`config.mk`:
```
export PLATFORM = sky130hd
export DESIGN_NAME = nibble_lut_expander
export DESIGN_NICKNAME = d
export VERILOG_FILES = /design/src/rtl/nlx_pkg.sv /design/src/rtl/nlx_ctrl.sv /design/src/rtl/nlx_slot_pick.sv /design/src/rtl/nlx_datapath.sv /design/src/rtl/nibble_lut_expander.sv
export SDC_FILE = /design/constraint.sdc
export NUM_CORES = 2
export LEC_CHECK = 0
export BUFFER_PORTS_ARGS = -buffer_cell sky130_fd_sc_hd__buf_2
export CAP_MARGIN = 20
export CORE_AREA = 5 5 364 366
export DETAILED_ROUTE_END_ITERATION = 7
export DIE_AREA = 0 0 369 371
export PLACE_DENSITY = 0.48
export SLEW_MARGIN = 30
export SYNTH_ARGS = -nofsm -noshare
export SYNTH_HDL_FRONTEND = slang
export SYNTH_SLANG_ARGS = --single-unit
```
`constraint.sdc`:
```
create_clock -name clk -period 7.79 [get_ports clk]
set_input_delay 2.337 -clock clk [delete_from_list [all_inputs] [get_ports clk]]
set_output_delay 2.337 -clock clk [all_outputs]
set_load 0.01 [all_outputs]
```
`src/rtl/nlx_pkg.sv`:
```
package nlx_pkg;
  localparam int TABLE_W = 512;
  localparam int SLOT_W  = 32;
  localparam int IDX_W   = 4;
  localparam int ROWS    = 4;
  localparam int ROW_W   = $clog2(ROWS);
  localparam int REG_W   = 5;

  typedef struct packed {
    logic             load;
    logic             issue;
    logic [ROW_W-1:0] row;
  } nlx_strobe_t;
endpackage

```
`src/rtl/nlx_ctrl.sv`:
```
module nlx_ctrl
  import nlx_pkg::*;
(
  input  logic        clk,
  input  logic        rstN,
  input  logic        start,
  input  logic [1:0]  sizeSel,
  output nlx_strobe_t strobe,
  output logic        busy,
  output logic        done,
  output logic        undefFlag
);
  typedef enum logic {S_IDLE, S_RUN} state_t;

  localparam logic [ROW_W-1:0] LAST_ROW = ROW_W'(ROWS - 1);

  state_t           state;
  logic [ROW_W-1:0] row;
  logic             accept;
  logic             sizeOk;

  assign accept = start && (state == S_IDLE);
  assign sizeOk = (sizeSel == 2'b00);

  always_ff @(posedge clk) begin
    if (!rstN) begin
      state     <= S_IDLE;
      row       <= '0;
      done      <= 1'b0;
      undefFlag <= 1'b0;
    end else begin
      done      <= 1'b0;
      undefFlag <= 1'b0;
      case (state)
        S_IDLE: begin
          if (accept) begin
            if (sizeOk) begin
              state <= S_RUN;
              row   <= '0;
            end else begin
              undefFlag <= 1'b1;
            end
          end
        end
        S_RUN: begin
          if (row == LAST_ROW) begin
            state <= S_IDLE;
            done  <= 1'b1;
          end else begin
            row <= row + 1'b1;
          end
        end
        default: state <= S_IDLE;
      endcase
    end
  end

  assign strobe.load  = accept && sizeOk;
  assign strobe.issue = (state == S_RUN);
  assign strobe.row   = row;
  assign busy         = (state == S_RUN);
endmodule

```
`src/rtl/nlx_slot_pick.sv`:
```
module nlx_slot_pick
  import nlx_pkg::*;
#(
  parameter int ELEM_W = 8
) (
  input  logic [TABLE_W-1:0] tbl,
  input  logic [IDX_W-1:0]   sel,
  output logic [ELEM_W-1:0]  elem
);
  assign elem = tbl[int'(sel) * SLOT_W +: ELEM_W];
endmodule

```
`src/rtl/nlx_datapath.sv`:
```
module nlx_datapath
  import nlx_pkg::*;
#(
  parameter int VL     = 128,
  parameter int ELEM_W = 8
) (
  input  logic              clk,
  input  logic              rstN,
  input  nlx_strobe_t       strobe,
  input  logic [2*VL-1:0]   idxOperand,
  input  logic [TABLE_W-1:0] tableIn,
  input  logic              interleaved,
  input  logic [2:0]        grpSel,
  input  logic              bankSel,
  input  logic [1:0]        laneSel,
  output logic              wrEn,
  output logic [REG_W-1:0]  wrReg,
  output logic [VL-1:0]     wrData
);
  localparam int EL = VL / ELEM_W;

  logic [2*VL-1:0]    idxQ;
  logic [TABLE_W-1:0] tblQ;
  logic [REG_W-1:0]   baseQ;
  logic               strideQ;
  logic [REG_W-1:0]   offset;

  always_ff @(posedge clk) begin
    if (!rstN) begin
      idxQ    <= '0;
      tblQ    <= '0;
      baseQ   <= '0;
      strideQ <= 1'b0;
    end else if (strobe.load) begin
      idxQ    <= idxOperand;
      tblQ    <= tableIn;
      strideQ <= interleaved;
      baseQ   <= interleaved ? {bankSel, 2'b00, laneSel} : {grpSel, 2'b00};
    end
  end

  always_comb begin
    if (strideQ) offset = {1'b0, strobe.row, 2'b00};
    else         offset = {3'b000, strobe.row};
  end

  assign wrEn  = strobe.issue;
  assign wrReg = baseQ + offset;

  for (genvar e = 0; e < EL; e++) begin : g_lane
    logic [IDX_W-1:0] fld;
    assign fld = idxQ[(int'(strobe.row) * EL + e) * IDX_W +: IDX_W];
    nlx_slot_pick #(.ELEM_W(ELEM_W)) u_pick (
      .tbl  (tblQ),
      .sel  (fld),
      .elem (wrData[e*ELEM_W +: ELEM_W])
    );
  end
endmodule

```
`src/rtl/nibble_lut_expander.sv`:
```
module nibble_lut_expander
  import nlx_pkg::*;
#(
  parameter int VL = 128
) (
  input  logic               clk,
  input  logic               rstN,
  input  logic               start,
  input  logic [1:0]         sizeSel,
  input  logic               interleaved,
  input  logic [2:0]         grpSel,
  input  logic               bankSel,
  input  logic [1:0]         laneSel,
  input  logic [3:0]         srcSel,
  input  logic [2*VL-1:0]    idxOperand,
  input  logic [511:0]       tableIn,
  output logic [4:0]         srcRegLo,
  output logic [4:0]         srcRegHi,
  output logic               busy,
  output logic               done,
  output logic               undefFlag,
  output logic               wrEn,
  output logic [4:0]         wrReg,
  output logic [VL-1:0]      wrData
);
  if ((VL % 128) != 0 || VL < 128 || VL > 2048) begin : g_bad_vl
    $error("VL must be a multiple of 128 between 128 and 2048");
  end

  nlx_strobe_t strobe;

  assign srcRegLo = {srcSel, 1'b0};
  assign srcRegHi = {srcSel, 1'b1};

  nlx_ctrl u_ctrl (
    .clk       (clk),
    .rstN      (rstN),
    .start     (start),
    .sizeSel   (sizeSel),
    .strobe    (strobe),
    .busy      (busy),
    .done      (done),
    .undefFlag (undefFlag)
  );

  nlx_datapath #(.VL(VL), .ELEM_W(8)) u_dp (
    .clk         (clk),
    .rstN        (rstN),
    .strobe      (strobe),
    .idxOperand  (idxOperand),
    .tableIn     (tableIn),
    .interleaved (interleaved),
    .grpSel      (grpSel),
    .bankSel     (bankSel),
    .laneSel     (laneSel),
    .wrEn        (wrEn),
    .wrReg       (wrReg),
    .wrData      (wrData)
  );
endmodule

```
# [After elaboration in Yosys (flattened, before gate mapping)]
# Index checks and enable logic that the tools add are counted.
# W data, S select, Z words.
[classes] mux=12 n_bitwise=3 reduce_logical=6 eq_ne=4 add_sub_neg=17 shift=32
[ops] cell="$shiftx A512 B10 Y8" n=16
[ops] cell="$shiftx A256 B32 Y4" n=15
[ops] cell="$shiftx A256 B9 Y4" n=1
[ops] cell="$add A6 B4 Y7 const B" n=8
[ops] cell="$add A6 B3 Y7 const B" n=4
[ops] cell="$add A6 B2 Y7 const B" n=2
[ops] cell="$add A6 B1 Y7 const B" n=1
[ops] cell="$mux W2" n=3
[ops] cell="$add A5 B4 Y5" n=1
[ops] cell="$mux W1" n=5
[ops] cell="$mux W5" n=1
[ops] cell="$mux W4" n=1
[ops] cell="$ne A2 B1 Y1 const B" n=2
[ops] cell="$pmux W2 S2" n=1
[ops] cell="$not A1 Y1" n=3
[ops] cell="$reduce_and A3 Y1" n=1
[ops] cell="$reduce_or A3 Y1" n=1
[ops] cell="$add A2 B1 Y2 const B" n=1
[ops] cell="$eq A2 B2 Y1 const B" n=1
[ops] cell="$logic_and A1 B1 Y1" n=2
[ops] cell="$logic_not A2 Y1" n=1
[ops] cell="$ne A2 B2 Y1 const B" n=1
[ops] cell="$pmux W1 S2" n=1
[ops] cell="$reduce_and A2 Y1" n=1
[word_totals] inputBits=784 wordCells=82 register_bits=779

# [Logic depth before layout (Yosys ltp)]
[depth] depth_word=4 mapped_depth=10 mapped_depth_nobuf=6

# [Modules after synthesis]
# A second synthesis with hierarchy kept.
[hier_totals] hier_cells=3753 area_unflattened_um2=47810.9
[modules_own_cells] mod="nlx_datapath" n_inst=1 cells_per_inst=2602 area_per_inst_um2=30972.2 seq_area_each_um2=15494.9
[modules_own_cells] mod="nlx_slot_pick" n_inst=16 cells_per_inst=70 area_per_inst_um2=1033.5 seq_area_each_um2=0.0
[modules_own_cells] mod="nlx_ctrl" n_inst=1 cells_per_inst=19 area_per_inst_um2=220.2 seq_area_each_um2=100.1
[modules_own_cells] mod="nibble_lut_expander" n_inst=1 cells_per_inst=12 area_per_inst_um2=82.6 seq_area_each_um2=0.0

# [Least setup slack after synthesis]
# Ideal clock, no wire load.
[synth_path] path_kind="input -> output" startpoint="in srcSel[0]" endpoint="out srcRegHi[1]" arrival_ns=2.456 stages=1 setup_slack_ns=2.997 cell_sequence="buf_4"
[synth_rtl] element="start: declaration" line_no="nibble_lut_expander.sv:14" text="input logic [3:0] srcSel,"
[synth_rtl] element="end: declaration" line_no="nibble_lut_expander.sv:18" text="output logic [4:0] srcRegHi,"
# No word-level cell between the ends.

# [Worst setup path in the final report]
[layout_path] startpoint="reg u_ctrl.row[0]" endpoint="out wrData[77]"
[layout_via] elab_chain_len=3
[layout_rtl] element="start: declaration" line_no="nlx_ctrl.sv:18" text="logic [ROW_W-1:0] row;"
[layout_rtl] element="start signal: assignment" line_no="nlx_ctrl.sv:50" text="row <= row + 1'b1;"
[layout_rtl] element="$add A6 B4 Y7" line_no="nlx_datapath.sv:52" text="assign fld = idxQ[(int'(strobe.row) * EL + e) * IDX_W +: IDX_W];"
[layout_rtl] element="$shiftx A256 B32 Y4" line_no="nlx_datapath.sv:52"
[layout_rtl] element="$shiftx A512 B10 Y8" line_no="nlx_slot_pick.sv:10" text="assign elem = tbl[int'(sel) * SLOT_W +: ELEM_W];"
[layout_rtl] element="end: declaration" line_no="nibble_lut_expander.sv:24" text="output logic [VL-1:0] wrData"
# Every way passes these cells.

==> results.tsv <==
stage	metric	value	unit
power_and_ir_drop	irDropWorstVdd	0.000150	V
yosys	synth_seq_area_share	0.229	
place	place_area	37000	sq um
place	dpl_worst_slack	1.56	ns
power_and_ir_drop	swShare	0.319	
worst_setup_path	crit_chain	buf_12 -> buf_12 -> mux4_4 -> buf_16 -> mux2i_1 -> o22ai_1 -> nor2_1 -> o21ai_1 -> buf_2	
cells_and_area	regArea	7940	sq um
worst_setup_path	cpPeakStageDelay	0.94	ns
worst_setup_path	cp_common_cell	buf_12	
floorplanning	die_x	369	um
power_and_ir_drop	internal-power	3.93	mW
clock_network	tritoncts	built	
cells_and_area	nets	5156	
floorplanning	die_height	371	um
global_route	grt_max_degree	179	
global_route	grt_pass1_vias	33100	
sta	maxSlewViolCount	0	
sta	fin_crit_sh	0.871	
power_and_ir_drop	p_clk_frac	0.419	
yosys	netlist_top_cells_count	mux2i_1 (1025), nand2_1 (792), o22ai_1 (512)	
cells_and_area	drive_gt1_frac	0.189	
sta	setup_ws	1.00	ns
worst_setup_path	critPathKind	reg2out	
worst_setup_path	critPathCaptureType	output port	
clock_network	clkSinkCount	395	
power_and_ir_drop	seq_power_share	0.377	
cells_and_area	area_growth	12.6	%
power_and_ir_drop	power	5.77	mW
clock_network	cts.repair.resized	0	
sta	final.setup_skew	0.0253	ns
yosys	yosysWarningCount	0	
clock_network	htree_levels	2	
power_and_ir_drop	p_leak	11.2	nW
sta	tns	0	ns
worst_setup_path	reg2reg_slack	5.22	ns
yosys	synth_seq_cells	395	
clock_network	numCtsBuffers	49	
route	vias	35500	
yosys	netlist.area_leader.share	0.297	
cells_and_area	final_cells	6095	
clock_network	clock_path_buffers	3	
global_route	track_usage	0.255	
floorplanning	design.core.area	129000	sq um
place	place_congestion	0.935	
power_and_ir_drop	p_comb_frac	0.203	
yosys	yosysMostFrequentCell	mux2i_1	
worst_setup_path	crit_family	buffers and inverters	
global_route	antenna_found_initial	46	
yosys	async_reset_ff_frac	0	
sta	holdWs	0.459	ns
status	status	complete, no violations	
worst_setup_path	worst_r2r_startpoint	u_ctrl.busy$_SDFF_PN0_	
global_route	gr-total-overflow	0	
power_and_ir_drop	p_per_area	148	nW/um^2
yosys	yosys.area.top_type	mux2i_1	
yosys	syn_nets	5089	
hold_path	hp-class	reg2reg	
sta	worstMarginPinSlew	1.17	ns
clock_network	cts-root-buf	clkbuf_16	
sta	slew_headroom	0.217	
cells_and_area	fill_cells	14000	
clock_network	cts_hold_buf	0	
cells_and_area	final_area	38900	sq um
worst_setup_path	worstPathMaxFanout	42	
worst_setup_path	reg2reg_to	u_dp.tblQ[231]$_SDFFE_PN0P_	
worst_setup_path	arrival	4.45	ns
place	placed_cells	5986	
yosys	synth_edf_count	0	
worst_setup_path	start_kind	flop	
floorplanning	die-area	137000	sq um
worst_setup_path	cp-endpoint	wrData[77]	
worst_setup_path	cp-startpoint	u_ctrl.row[0]$_SDFFE_PN0P_	
yosys	synth.distinct_cells	32	
yosys	synth_area	34500	sq um
clock_network	post-cts-setup-buffers	0	
yosys	ys_top_cells_by_area	mux2i_1 (30%), dfxtp_1 (23%), o22ai_1 (9.3%), nand2_1 (8.6%), a21boi_0 (8.5%)	
yosys	ys.flop_type	dfxtp_1	
clock_network	clk_pin_slew	0.06	ns
sta	max_freq	0.147	GHz
place	dp_hpwl	123000	um
worst_setup_path	ff2ff_path_depth	5	
route	drtAntennaViolNets	0	
worst_setup_path	crit_slowest_cell	mux4_4	
floorplanning	core.rowCount	132	
route	drt-wirelength-per-cell	30.3	um
route	dr.pass1.iters	6	
power_and_ir_drop	p_switching	1.84	mW
worst_setup_path	worstPathRequired	5.45	ns
cells_and_area	multi_input_area	23200	sq um
place	port_buffers	532	
route	drtIter0Drc	4375	
global_route	grt_pass1_wl	252000	um
worst_setup_path	worst-path-stages	9	
route	avgViaCountPerCell	5.83	
sta	hold_viol	0	
route	drcViolationCount	0	
sta	finalCriticalPeriod	6.79	ns
worst_setup_path	crit_buf_inv	4	
route	drt_wl_total	185000	um
sta	setup_viol	0	
sta	grt_setup_unrepaired	no	
floorplanning	start_util	0.268	
floorplanning	io_pins	931	
flow_run	max_cap_viol_count	0	
cells_and_area	fin_util	0.302	
clock_network	clock_latency	0.64	ns
yosys	synth.avg_cell_area	8.03	sq um
yosys	syn_inst	4299	
registers in the layout (all words and copies together) (netlist names):
| register | count |
|---|---|
| u_ctrl.busy | 1 |
| u_dp.strideQ | 1 |
| u_dp.tblQ | 128 |
| u_dp.baseQ | 5 |
| u_ctrl.undefFlag | 1 |
| u_dp.idxQ | 256 |
| u_ctrl.done | 1 |
| u_ctrl.row | 2 |
tightest hold or removal path, delay by kind of cell, from the launching register on:
family,cells,cell delay [ns]
AOI/OAI and AO/OA,1,0.06
DFF,1,0.30
and+or+nand+nor,1,0.04
power groups by stage:
| stage | sequential [mW] | combinational [mW] | clock [mW] |
|---|---|---|---|
| after detailed placement | 2.22 | 1.14 | 0 |
| final | 2.18 | 1.17 | 2.42 |
| after CTS | 2.18 | 1.14 | 2.51 |
| after floorplan | 2.15 | 0.750 | 0 |
| after global routing | 2.18 | 1.23 | 2.58 |
| after global placement | 2.22 | 1.12 | 0 |
cell families after synthesis:
logic type / share of synthesized area
simple gates: 0.112
compound gates: 0.216
flops: 0.229
xor+xnor: 0.000761
mux: 0.339
fa+ha+maj: 0.00239
other cells: 0.000218
buf+inv: 0.100
cell usage in the layout (no fill, tap or decap), drive strengths merged:
cell type  Yosys  layout
mux4          64      64
nand2        792     792
and3           1       1
dfxtp        395     395
xnor2          2       2
fa             1       1
buf          309     668
nand3          3       3
a21oi          3       3
mux2i       1025    1025
diode          0      17
o21ai        256     256
nor2b          5       5
xor2           1       1
a21boi       390     390
bufinv         0       5
ha             5       5
o211a          1       1
nor2         131     131
nand2b        33      33
nor4b          1       1
clkbuf       343      69
o22ai        512     512
nor4bb         1       1
clkinvlp       0       5
inv            0       1
conb           2       2
or2           16      16
clkinv         0       8
a21o           2       2
nand3b         3       3
and2           2       2
cell type report:
class / instances / share of cell area
multi-input cells: 3252 / 0.597
diodes: 17 / 0.00109
clock inverters: 19 / 0.00766
clock buffers: 69 / 0.0358
repair buffers: 668 / 0.100
flip-flops and latches: 395 / 0.204
well taps: 1675 / 0.0539
how the worst min path moves through the flow:
stage               slack [ns]                   startpoint  cells past startpoint                     endpoint
CTS                       0.46  u_dp.idxQ[184]$_SDFFE_PN0P_                      2  u_dp.idxQ[184]$_SDFFE_PN0P_
global route              0.48  u_dp.idxQ[135]$_SDFFE_PN0P_                      2  u_dp.idxQ[135]$_SDFFE_PN0P_
global placement          0.45   u_dp.idxQ[89]$_SDFFE_PN0P_                      2   u_dp.idxQ[89]$_SDFFE_PN0P_
detailed placement        0.46  u_dp.idxQ[184]$_SDFFE_PN0P_                      2  u_dp.idxQ[184]$_SDFFE_PN0P_
finish                    0.46  u_dp.idxQ[184]$_SDFFE_PN0P_                      2  u_dp.idxQ[184]$_SDFFE_PN0P_
floorplan                 0.44  u_dp.idxQ[128]$_SDFFE_PN0P_                      2  u_dp.idxQ[128]$_SDFFE_PN0P_
layer usage:
layer,vias up,global-route usage,share of wire,wire (um)
met1,17000,0.337,0.41,76400
met4,38,0.119,0.058,10700
li1,15400,-,-,-
met2,2400,0.368,0.40,74500
met5,-,0,0.0014,251
met3,681,0.0921,0.12,23100
Power figures use the tool's default switching activity.
